`src/rtl/pcx_pkg.sv`:
```
package pcx_pkg;

    localparam int REG_W    = 32;
    localparam int COMP_W   = 8;
    localparam int LEN_W    = 4;
    localparam int OFF_W    = 5;
    localparam int NUM_COMP = 3;
    localparam int ADDR_W   = 2;
    localparam int FMT_LSB  = 3;

    typedef struct packed {
        logic [COMP_W-1:0] dflt;
        logic [LEN_W-1:0]  len;
        logic [OFF_W-1:0]  off;
    } sel_t;

    typedef enum logic [ADDR_W-1:0] {
        A_FMT = 2'd0,
        A_RED = 2'd1,
        A_GRN = 2'd2,
        A_BLU = 2'd3
    } reg_addr_e;

    function automatic sel_t decode_sel(input logic [REG_W-1:0] w);
        sel_t s;
        s.dflt = w[23:16];
        s.len  = w[11:8];
        s.off  = w[4:0];
        return s;
    endfunction

    function automatic logic [LEN_W-1:0] clamp_len(input logic [LEN_W-1:0] l);
        return (l > LEN_W'(COMP_W)) ? LEN_W'(COMP_W) : l;
    endfunction

endpackage

```
`src/rtl/pcx_regs.sv`:
```
module pcx_regs
    import pcx_pkg::*;
#(
    parameter int BPP_W = 2
) (
    input  logic              clk,
    input  logic              rst,
    input  logic              wr_en,
    input  logic [ADDR_W-1:0] wr_addr,
    input  logic [REG_W-1:0]  wr_data,
    output logic [BPP_W-1:0]  bpp_m1,
    output sel_t              sel [NUM_COMP]
);

    reg_addr_e addr_e;
    assign addr_e = reg_addr_e'(wr_addr);

    always_ff @(posedge clk) begin
        if (rst) begin
            bpp_m1 <= '0;
        end else if (wr_en && addr_e == A_FMT) begin
            bpp_m1 <= wr_data[FMT_LSB +: BPP_W];
        end
    end

    for (genvar c = 0; c < NUM_COMP; c++) begin : g_sel
        always_ff @(posedge clk) begin
            if (rst) begin
                sel[c] <= '0;
            end else if (wr_en && wr_addr == ADDR_W'(c + 1)) begin
                sel[c] <= decode_sel(wr_data);
            end
        end
    end

    // a red write lands in the red register fields
    assert_red_write_R4: assert property (@(posedge clk) disable iff (rst)
        ($past(wr_en) && $past(wr_addr) == 2'd1 && !$past(rst)) |->
        (sel[0].dflt == $past(wr_data[23:16]) && sel[0].len == $past(wr_data[11:8])
         && sel[0].off == $past(wr_data[4:0])));

    // reset clears the format register
    assert_fmt_reset_R1: assert property (@(posedge clk)
        $past(rst) |-> bpp_m1 == '0);

endmodule

```
`src/rtl/pcx_byte_gate.sv`:
```
module pcx_byte_gate #(
    parameter int PIX_BYTES = 4,
    parameter int BPP_W     = 2
) (
    input  logic [PIX_BYTES*8-1:0] word_i,
    input  logic [BPP_W-1:0]       bpp_m1,
    output logic [PIX_BYTES*8-1:0] word_o
);

    for (genvar b = 0; b < PIX_BYTES; b++) begin : g_byte
        logic keep;
        assign keep = (b <= int'(bpp_m1));
        assign word_o[b*8 +: 8] = keep ? word_i[b*8 +: 8] : 8'h00;
    end

endmodule

```
`src/rtl/pcx_lane.sv`:
```
module pcx_lane
    import pcx_pkg::*;
#(
    parameter int PIX_W = 32
) (
    input  logic [PIX_W-1:0]  word,
    input  sel_t              sel,
    input  logic              force_dflt,
    output logic [COMP_W-1:0] comp
);

    logic [PIX_W-1:0]  shifted;
    logic [LEN_W-1:0]  len_eff;
    logic [LEN_W:0]    shamt;
    logic [COMP_W-1:0] field;
    logic [COMP_W-1:0] aligned;
    logic [COMP_W-1:0] low_mask;
    logic              use_dflt;

    assign shifted  = word >> sel.off;
    assign len_eff  = clamp_len(sel.len);
    assign shamt    = (LEN_W+1)'(COMP_W) - {1'b0, len_eff};
    assign use_dflt = force_dflt || (len_eff == '0);

    always_comb begin
        for (int i = 0; i < COMP_W; i++) begin
            field[i]    = shifted[i] & (i < int'(len_eff));
            low_mask[i] = (i < int'(shamt));
        end
        aligned = field << shamt;
        comp    = use_dflt ? sel.dflt : aligned;
    end

    // bits below the aligned field are zero
    always_comb begin
        assert_zero_fill_R5: assert (use_dflt || ((comp & low_mask) == '0));
    end

endmodule

```
`src/rtl/pcx_extract.sv`:
```
module pcx_extract
    import pcx_pkg::*;
#(
    parameter int PIX_BYTES = 4,
    localparam int PIX_W    = PIX_BYTES * 8,
    localparam int BPP_W    = (PIX_BYTES > 1) ? $clog2(PIX_BYTES) : 1,
    localparam int RGB_W    = NUM_COMP * COMP_W
) (
    input  logic              clk,
    input  logic              rst,
    input  logic              cfg_wr_en,
    input  logic [ADDR_W-1:0] cfg_addr,
    input  logic [REG_W-1:0]  cfg_wdata,
    input  logic              pix_valid,
    input  logic [PIX_W-1:0]  pix_data,
    input  logic              pix_visible,
    input  logic              pix_underrun,
    output logic              rgb_valid,
    output logic [RGB_W-1:0]  rgb_out
);

    logic [BPP_W-1:0]  bpp_m1;
    sel_t              sel [NUM_COMP];
    logic [PIX_W-1:0]  gated;
    logic [COMP_W-1:0] comp [NUM_COMP];
    logic [RGB_W-1:0]  rgb_next;
    logic              blank;

    pcx_regs #(.BPP_W(BPP_W)) u_regs (
        .clk     (clk),
        .rst     (rst),
        .wr_en   (cfg_wr_en),
        .wr_addr (cfg_addr),
        .wr_data (cfg_wdata),
        .bpp_m1  (bpp_m1),
        .sel     (sel)
    );

    pcx_byte_gate #(.PIX_BYTES(PIX_BYTES), .BPP_W(BPP_W)) u_gate (
        .word_i (pix_data),
        .bpp_m1 (bpp_m1),
        .word_o (gated)
    );

    assign blank = !pix_visible || pix_underrun;

    for (genvar c = 0; c < NUM_COMP; c++) begin : g_lane
        pcx_lane #(.PIX_W(PIX_W)) u_lane (
            .word       (gated),
            .sel        (sel[c]),
            .force_dflt (blank),
            .comp       (comp[c])
        );
        assign rgb_next[(NUM_COMP-1-c)*COMP_W +: COMP_W] = comp[c];
    end

    always_ff @(posedge clk) begin
        if (rst) begin
            rgb_valid <= 1'b0;
            rgb_out   <= '0;
        end else begin
            rgb_valid <= pix_valid;
            if (pix_valid) begin
                rgb_out <= rgb_next;
            end
        end
    end

    // output strobe is the input strobe one cycle late
    assert_latency_R2: assert property (@(posedge clk) disable iff (rst)
        !$past(rst) |-> rgb_valid == $past(pix_valid));

    // output holds across idle cycles
    assert_hold_R2: assert property (@(posedge clk) disable iff (rst)
        (!$past(rst) && !$past(pix_valid)) |-> $stable(rgb_out));

    // invisible pixels show the fallback values
    assert_blank_R9: assert property (@(posedge clk) disable iff (rst)
        (!$past(rst) && $past(pix_valid) && !$past(pix_visible)) |->
        rgb_out == {$past(sel[0].dflt), $past(sel[1].dflt), $past(sel[2].dflt)});

    // underrun pixels show the fallback values
    assert_underrun_R10: assert property (@(posedge clk) disable iff (rst)
        (!$past(rst) && $past(pix_valid) && $past(pix_underrun)) |->
        rgb_out == {$past(sel[0].dflt), $past(sel[1].dflt), $past(sel[2].dflt)});

endmodule

```
`config.mk`:
```
export PLATFORM = sky130hd
export DESIGN_NAME = pcx_extract
export DESIGN_NICKNAME = d
export VERILOG_FILES = /design/src/rtl/pcx_pkg.sv /design/src/rtl/pcx_regs.sv /design/src/rtl/pcx_byte_gate.sv /design/src/rtl/pcx_lane.sv /design/src/rtl/pcx_extract.sv
export SDC_FILE = /design/constraint.sdc
export NUM_CORES = 1
export LEC_CHECK = 0
export BUFFER_PORTS_ARGS = -buffer_cell sky130_fd_sc_hd__buf_2
export CORE_UTILIZATION = 49
export DETAILED_ROUTE_END_ITERATION = 8
export GPL_TIMING_DRIVEN = 0
export MAX_ROUTING_LAYER = met4
export PLACE_DENSITY = 0.76
export SYNTH_ARGS = -nofsm -noshare
export SYNTH_HDL_FRONTEND = slang
export SYNTH_SLANG_ARGS = --single-unit
```
`constraint.sdc`:
```
create_clock -name clk -period 5.9 [get_ports clk]
set_input_delay 0.59 -clock clk [delete_from_list [all_inputs] [get_ports clk]]
set_output_delay 0.59 -clock clk [all_outputs]
set_load 0.01 [all_outputs]
```
Yosys cells after proc, flatten, opt, wreduce, memory -nomap -nowiden
Index checks and enable logic that the tools add are counted.

storage, ports and cells
  register bits after elaboration = 78
  input bits = 72
  output and inout port bits = 25
  word-level logic and storage cells = 100

operators by class
  add/sub/neg operators = 3
  magnitude comparators = 30
  equality and inequality tests = 3
  shifts and indexed selects = 6
  multiplexer cells = 9
  bitwise logic cells = 24
  reduce and logical (&&, ||, !) cells = 13

operators with widths
  kind                                                   number
  right shift 32 x 5 -> 8 bit                            3
  < comparator 3 x 4 -> 1 bit (first input constant)     12
  2-to-1 mux 8 bit                                       6
  bitwise AND 1 bit                                      24
  < comparator 1 x 4 -> 1 bit (first input constant)     6
  < comparator 2 x 4 -> 1 bit (first input constant)     6
  left shift 8 x 5 -> 8 bit                              3
  subtractor 4 x 4 -> 5 bit (first input constant)       3
  greater-than comparator 4 bit (second input constant)  3
  zero test 4 bit                                        3
  2-to-1 mux 4 bit                                       3
  == test 2 bit (second input constant)                  2
  <= comparator 2 bit (first input constant)             2
  logical AND 1 bit                                      4
  logical OR 1 bit                                       4
  == test 2 x 1 -> 1 bit (second input constant)         1
  <= comparator 1 x 2 -> 1 bit (first input constant)    1
  zero test 2 bit                                        1
  zero test 1 bit                                        1

Longest topological paths before layout
  depth in word-level cells = 6
  mapped depth = 12

Modules after synthesis
From an unflattened synthesis, not the netlist that was laid out.

unflattened totals
  cell total of the unflattened synthesis = 1,024
  area total of the unflattened synthesis = 9,713.1 µm²

by module, submodules not included
  module                           instances  cells an instance  area an instance (µm²)  seq. area each (µm²)
  pcx_lane (g_lane[0].u_lane ...)  2          232                2,148.3                 0.0
  pcx_regs                         1          195                2,158.3                 1,061.0
  pcx_lane (g_lane[1].u_lane)      1          249                2,098.3                 0.0
  pcx_extract                      1          81                 908.4                   500.5
  pcx_byte_gate                    1          35                 251.5                   0.0

Least setup slack after synthesis
Ideal clock, no wire load.

  path type = flip-flop to flip-flop
  start = reg, netlist name u_regs.sel[25]
  end = reg rgb_out[11]
  arrival = 2.724 ns
  path slack = 3.032 ns
  stages on the path, launching flop included = 13
  buffers on the path = 1
  period minus slack after synthesis = 2.868 ns
  path through = dfxtp_1 > clkbuf_1 > nor2_1 > clkinv_1 > ha_1 > nor2b_1 > nor2_1 > o31ai_1 > nor3_1 > mux4_2 > nand2b_4 > o2111ai_2 > a311oi_2

on the way
  cells in the longest elaborated chain, start to end = 6
  elaborated cells between the ends (all ways) = 23

ends and longest elaborated chain
  item                                                 line               text
  greater-than comparator 4 bit                        pcx_pkg.sv:33      return (l > LEN_W'(COMP_W)) ? LEN_W'(COMP_W) : l;
  2-to-1 mux 4 bit *                                   pcx_pkg.sv:33
  < comparator 1 x 4 -> 1 bit (tied with other cells)  pcx_lane.sv:27     field[i] = shifted[i] & (i < int'(len_eff));
  bitwise AND 1 bit                                    pcx_lane.sv:27
  left shift 8 x 5 -> 8 bit                            pcx_lane.sv:30     aligned = field << shamt;
  2-to-1 mux 8 bit *                                   pcx_lane.sv:31     comp = use_dflt ? sel.dflt : aligned;
  end signal, assigned                                 pcx_extract.sv:64  rgb_out <= rgb_next;
  end, declared                                        pcx_extract.sv:19  output logic [RGB_W-1:0] rgb_out

Mark *: on every way between the ends. The rest lies on a longest branch, timed or not.
A chain may end at the register's enable or synchronous reset.

Final worst setup path
  start = reg, netlist name u_regs.sel[42]
  end = reg rgb_out[19]

on the way
  cells in the longest elaborated chain, start to end = 6
  elaborated cells between the ends (all ways) = 23

ends and longest elaborated chain
  item                                                 line
  greater-than comparator 4 bit                        pcx_pkg.sv:33
  2-to-1 mux 4 bit *                                   pcx_pkg.sv:33
  < comparator 1 x 4 -> 1 bit (tied with other cells)  pcx_lane.sv:27
  bitwise AND 1 bit                                    pcx_lane.sv:27
  left shift 8 x 5 -> 8 bit                            pcx_lane.sv:30
  2-to-1 mux 8 bit *                                   pcx_lane.sv:31

Marks and branches as above.

==> results.sh <==
export IMPL_r2r_start="u_regs.sel[42]"
export IMPL_syn_nets=1285
export IMPL_yosysSeqAreaShare=0.171
export IMPL_htreeDepth=3
export IMPL_crit_required_ns=6.17
export IMPL_synth_xor_area_frac=0
export IMPL_portBuffers=77
export IMPL_pwr_share_seq=0.342
export IMPL_drt_iter0_markers=1409
export IMPL_drt_pass1_iterations=8
export IMPL_cts_resized=0
export IMPL_stdcell_count=1527
export IMPL_yosys_top_cells_area="dfxtp_1 (17%), mux4_2 (11%), mux2i_1 (7.7%)"
export IMPL_syn_mean_instance_area_um2=7.58
export IMPL_grt_ovfl_total=0
export IMPL_clkTransAtPathRegs_ns=0.06
export IMPL_p_sw_mw=0.587
export IMPL_postCtsHoldBufs=0
export IMPL_ioPinCount=97
export IMPL_hold_path_end="u_regs.sel[16]"
export IMPL_worstSetupStartpointType="flop"
export IMPL_hp_class="reg2reg"
export IMPL_synth_top_cell_area_share=0.171
export IMPL_post_drt_wl_per_cell_um=27.1
export IMPL_route_vias_total=11000
export IMPL_synth_area_leader_cell="dfxtp_1"
export IMPL_diodes=0
export IMPL_min_period_ns=3.96
export IMPL_finalSetupTns_ns=0
export IMPL_rsz0062_at_grt="no"
export IMPL_synth_compound_area_share=0.280
export IMPL_track_usage=0.441
export IMPL_power_density_nw_per_um2=163
export IMPL_post_dp_hpwl_um=30900
export IMPL_whs_ns=0.455
export IMPL_crit_type="reg2reg"
export IMPL_tightestPinTransition_ns=1.47
export IMPL_setup_violations=0
export IMPL_min_period_over_period=0.671
export IMPL_timing_rr_end="rgb_out[19]"
export IMPL_fmax_ghz=0.253
export IMPL_p_leak_nw=3.26
export IMPL_ys_seq_elements=78
export IMPL_gp_congestion=1.03
export IMPL_synth_simple_area_share=0.240
export IMPL_synthAdderAreaFrac=0.00958
export IMPL_synth_top_family_by_area="compound AO/OA/AOI/OAI gates"
export IMPL_area_growth_pct=10.5
export IMPL_ant_nets=0
export IMPL_post_route_drc_count=6
export IMPL_final_layout_size_suffix_gt1_frac=0.166
export IMPL_ys_types=84
export IMPL_syn_inst=1206
export IMPL_synthFlopType="dfxtp_1"
export IMPL_start_util=0.504
export IMPL_max_clock_path_buffers=2
export IMPL_switching_share=0.357
export IMPL_core_um2=18100
export IMPL_dp_cells=1512
export IMPL_cts_tree="built"
export IMPL_grt_antenna_before_repair=0
export IMPL_clkLatencyLatePin_ns=0.34
export IMPL_final_cell_mix="nand2_1 (171), buf_2 (104), a21oi_1 (90)"
export IMPL_violations="design-rule violations, max-capacitance violations, max-slew violations"
export IMPL_wl_um=41400
export IMPL_reg2reg_slack_ns=1.94
export IMPL_drv_cap=1
export IMPL_die_y_um=139
export IMPL_slew_violations=1
export IMPL_relSlewSlack=-0.00233
export IMPL_finalHoldViolCount=0
export IMPL_synthArstFlopShare=0
export IMPL_yosys_warnings=0
export IMPL_grt_pass1_vias=10300
export IMPL_grt_pass1_wl_um=62200
export IMPL_synthMuxAreaShare=0.213
export IMPL_status="complete, but fails checks"
export IMPL_rr_worst_depth=11
export IMPL_internal_power_mw=1.06
export IMPL_die_width_um=139
export IMPL_clock_sinks=78
export IMPL_final_common_cell="nand2_1"
export IMPL_total_power_mw=1.64
export IMPL_final_nets=1373
export IMPL_grt_max_degree=14
export IMPL_arrival_ns=4.22
export IMPL_numCtsBuffers=9
export IMPL_syn_area_um2=9140
export IMPL_hold_depth=2
export IMPL_vias_per_cell=7.18
export IMPL_dieArea_um2=19200
export IMPL_clockRootBuffer="clkbuf_16"
export IMPL_clkPwrFrac=0.332
export IMPL_clock_skew_ns=0.00746
export IMPL_fp_row_count=49
export IMPL_synth_edff_count=0
export IMPL_worstPathMaxFanout=10
export IMPL_endpoint_kind="flop"
export IMPL_cts_setup_buffers=0
export IMPL_p_comb_frac=0.326
export IMPL_vdd_drop_max_mv=0.146
export IMPL_hp_start="u_regs.sel[16]"
power by group through the flow:
stage / clock [mW] / sequential, mW / combinational (mW)
final: 0.546 / 0.562 / 0.537
after global routing: 0.567 / 0.563 / 0.560
after CTS: 0.547 / 0.561 / 0.509
after detailed placement: 0 / 0.573 / 0.507
after global placement: 0 / 0.572 / 0.509
after floorplan: 0 / 0.573 / 0.325
logic make-up (layout without fill, tap and decap cells):
logic type      Yosys count  count (layout)
fa+ha+maj                 7               7
compound gates          367             367
simple gates            461             461
flops                    78              78
buf+inv                 162             254
mux                     131             131
cell type report:
| cell class | count | area (µm²) |
|---|---|---|
| buffer | 136 | 696 |
| clock inverter | 6 | 63.8 |
| timing repair buffer | 77 | 385 |
| sequential | 78 | 1560 |
| tap | 229 | 287 |
| multi-input combinational | 966 | 6780 |
| inverter | 26 | 97.6 |
| clock buffer | 9 | 225 |
| fill | 1775 | 8050 |
synth_stat cells (all sizes together), types with 10 or more instances:
| master | instances |
|---|---|
| nand2 | 171 |
| a21oi | 90 |
| nor2 | 83 |
| clkbuf | 79 |
| dfxtp | 78 |
| mux2i | 70 |
| buf | 57 |
| nor3 | 49 |
| mux4 | 48 |
| o21ai | 48 |
| nand3 | 45 |
| a211oi | 29 |
| o211ai | 24 |
| nand2b | 23 |
| inv | 21 |
| a311oi | 17 |
| nor2b | 17 |
| a31oi | 15 |
| o22ai | 14 |
| mux2 | 13 |
| a22oi | 12 |
| nor4 | 12 |
| o311ai | 11 |
| o31ai | 11 |
| and3 | 10 |
| o221ai | 10 |
flip-flops by register name (all words and copies together), names as in the netlist:
register,cells
u_regs.sel,51
u_regs.bpp_m1,2
rgb_valid,1
rgb_out,24
how the worst max path moves through the flow:
stage | startpoint | slack (ns) | depth (start not counted) | to
2_1_floorplan | u_regs.sel[25] | 3.03 | 12 | rgb_out[11]
3_3_place_gp | pix_data[12] | 2.08 | 10 | rgb_out[19]
3_5_place_dp | pix_data[12] | 2.01 | 10 | rgb_out[19]
4_1_cts | u_regs.sel[42] | 2.17 | 11 | rgb_out[19]
5_1_grt | u_regs.sel[25] | 1.94 | 12 | rgb_out[14]
6_report | u_regs.sel[42] | 1.94 | 11 | rgb_out[19]
routing by layer:
layer  GRT usage  wire (µm)
met5           -          0
met4       0.220       2380
met3       0.103       4860
met2       0.684      18600
met1       0.537      15600
critical path: stages (launching register included):
cell,delay (ns)
dfxtp_1,0.35
clkbuf_1,0.32
nor2b_1,0.16
inv_1,0.14
ha_1,0.28
nor2b_1,0.10
or3_1,0.39
a2111oi_0,1.16
a211oi_1,0.12
a41oi_1,0.43
o21ai_0,0.23
a21boi_0,0.20
stage by stage:
| stage | setup slack [ns] | instance area [µm²] | util |
|---|---|---|---|
| floorplan | 3.03 | 9140 | - |
| CTS | 2.17 | 10100 | 0.557 |
| global route | 1.94 | 10100 | 0.557 |
| finish | 1.94 | 10100 | 0.557 |
| global placement | 2.08 | 9810 | 0.541 |
| detailed placement | 2.01 | 9810 | 0.541 |
Power figures use the tool's default switching activity.
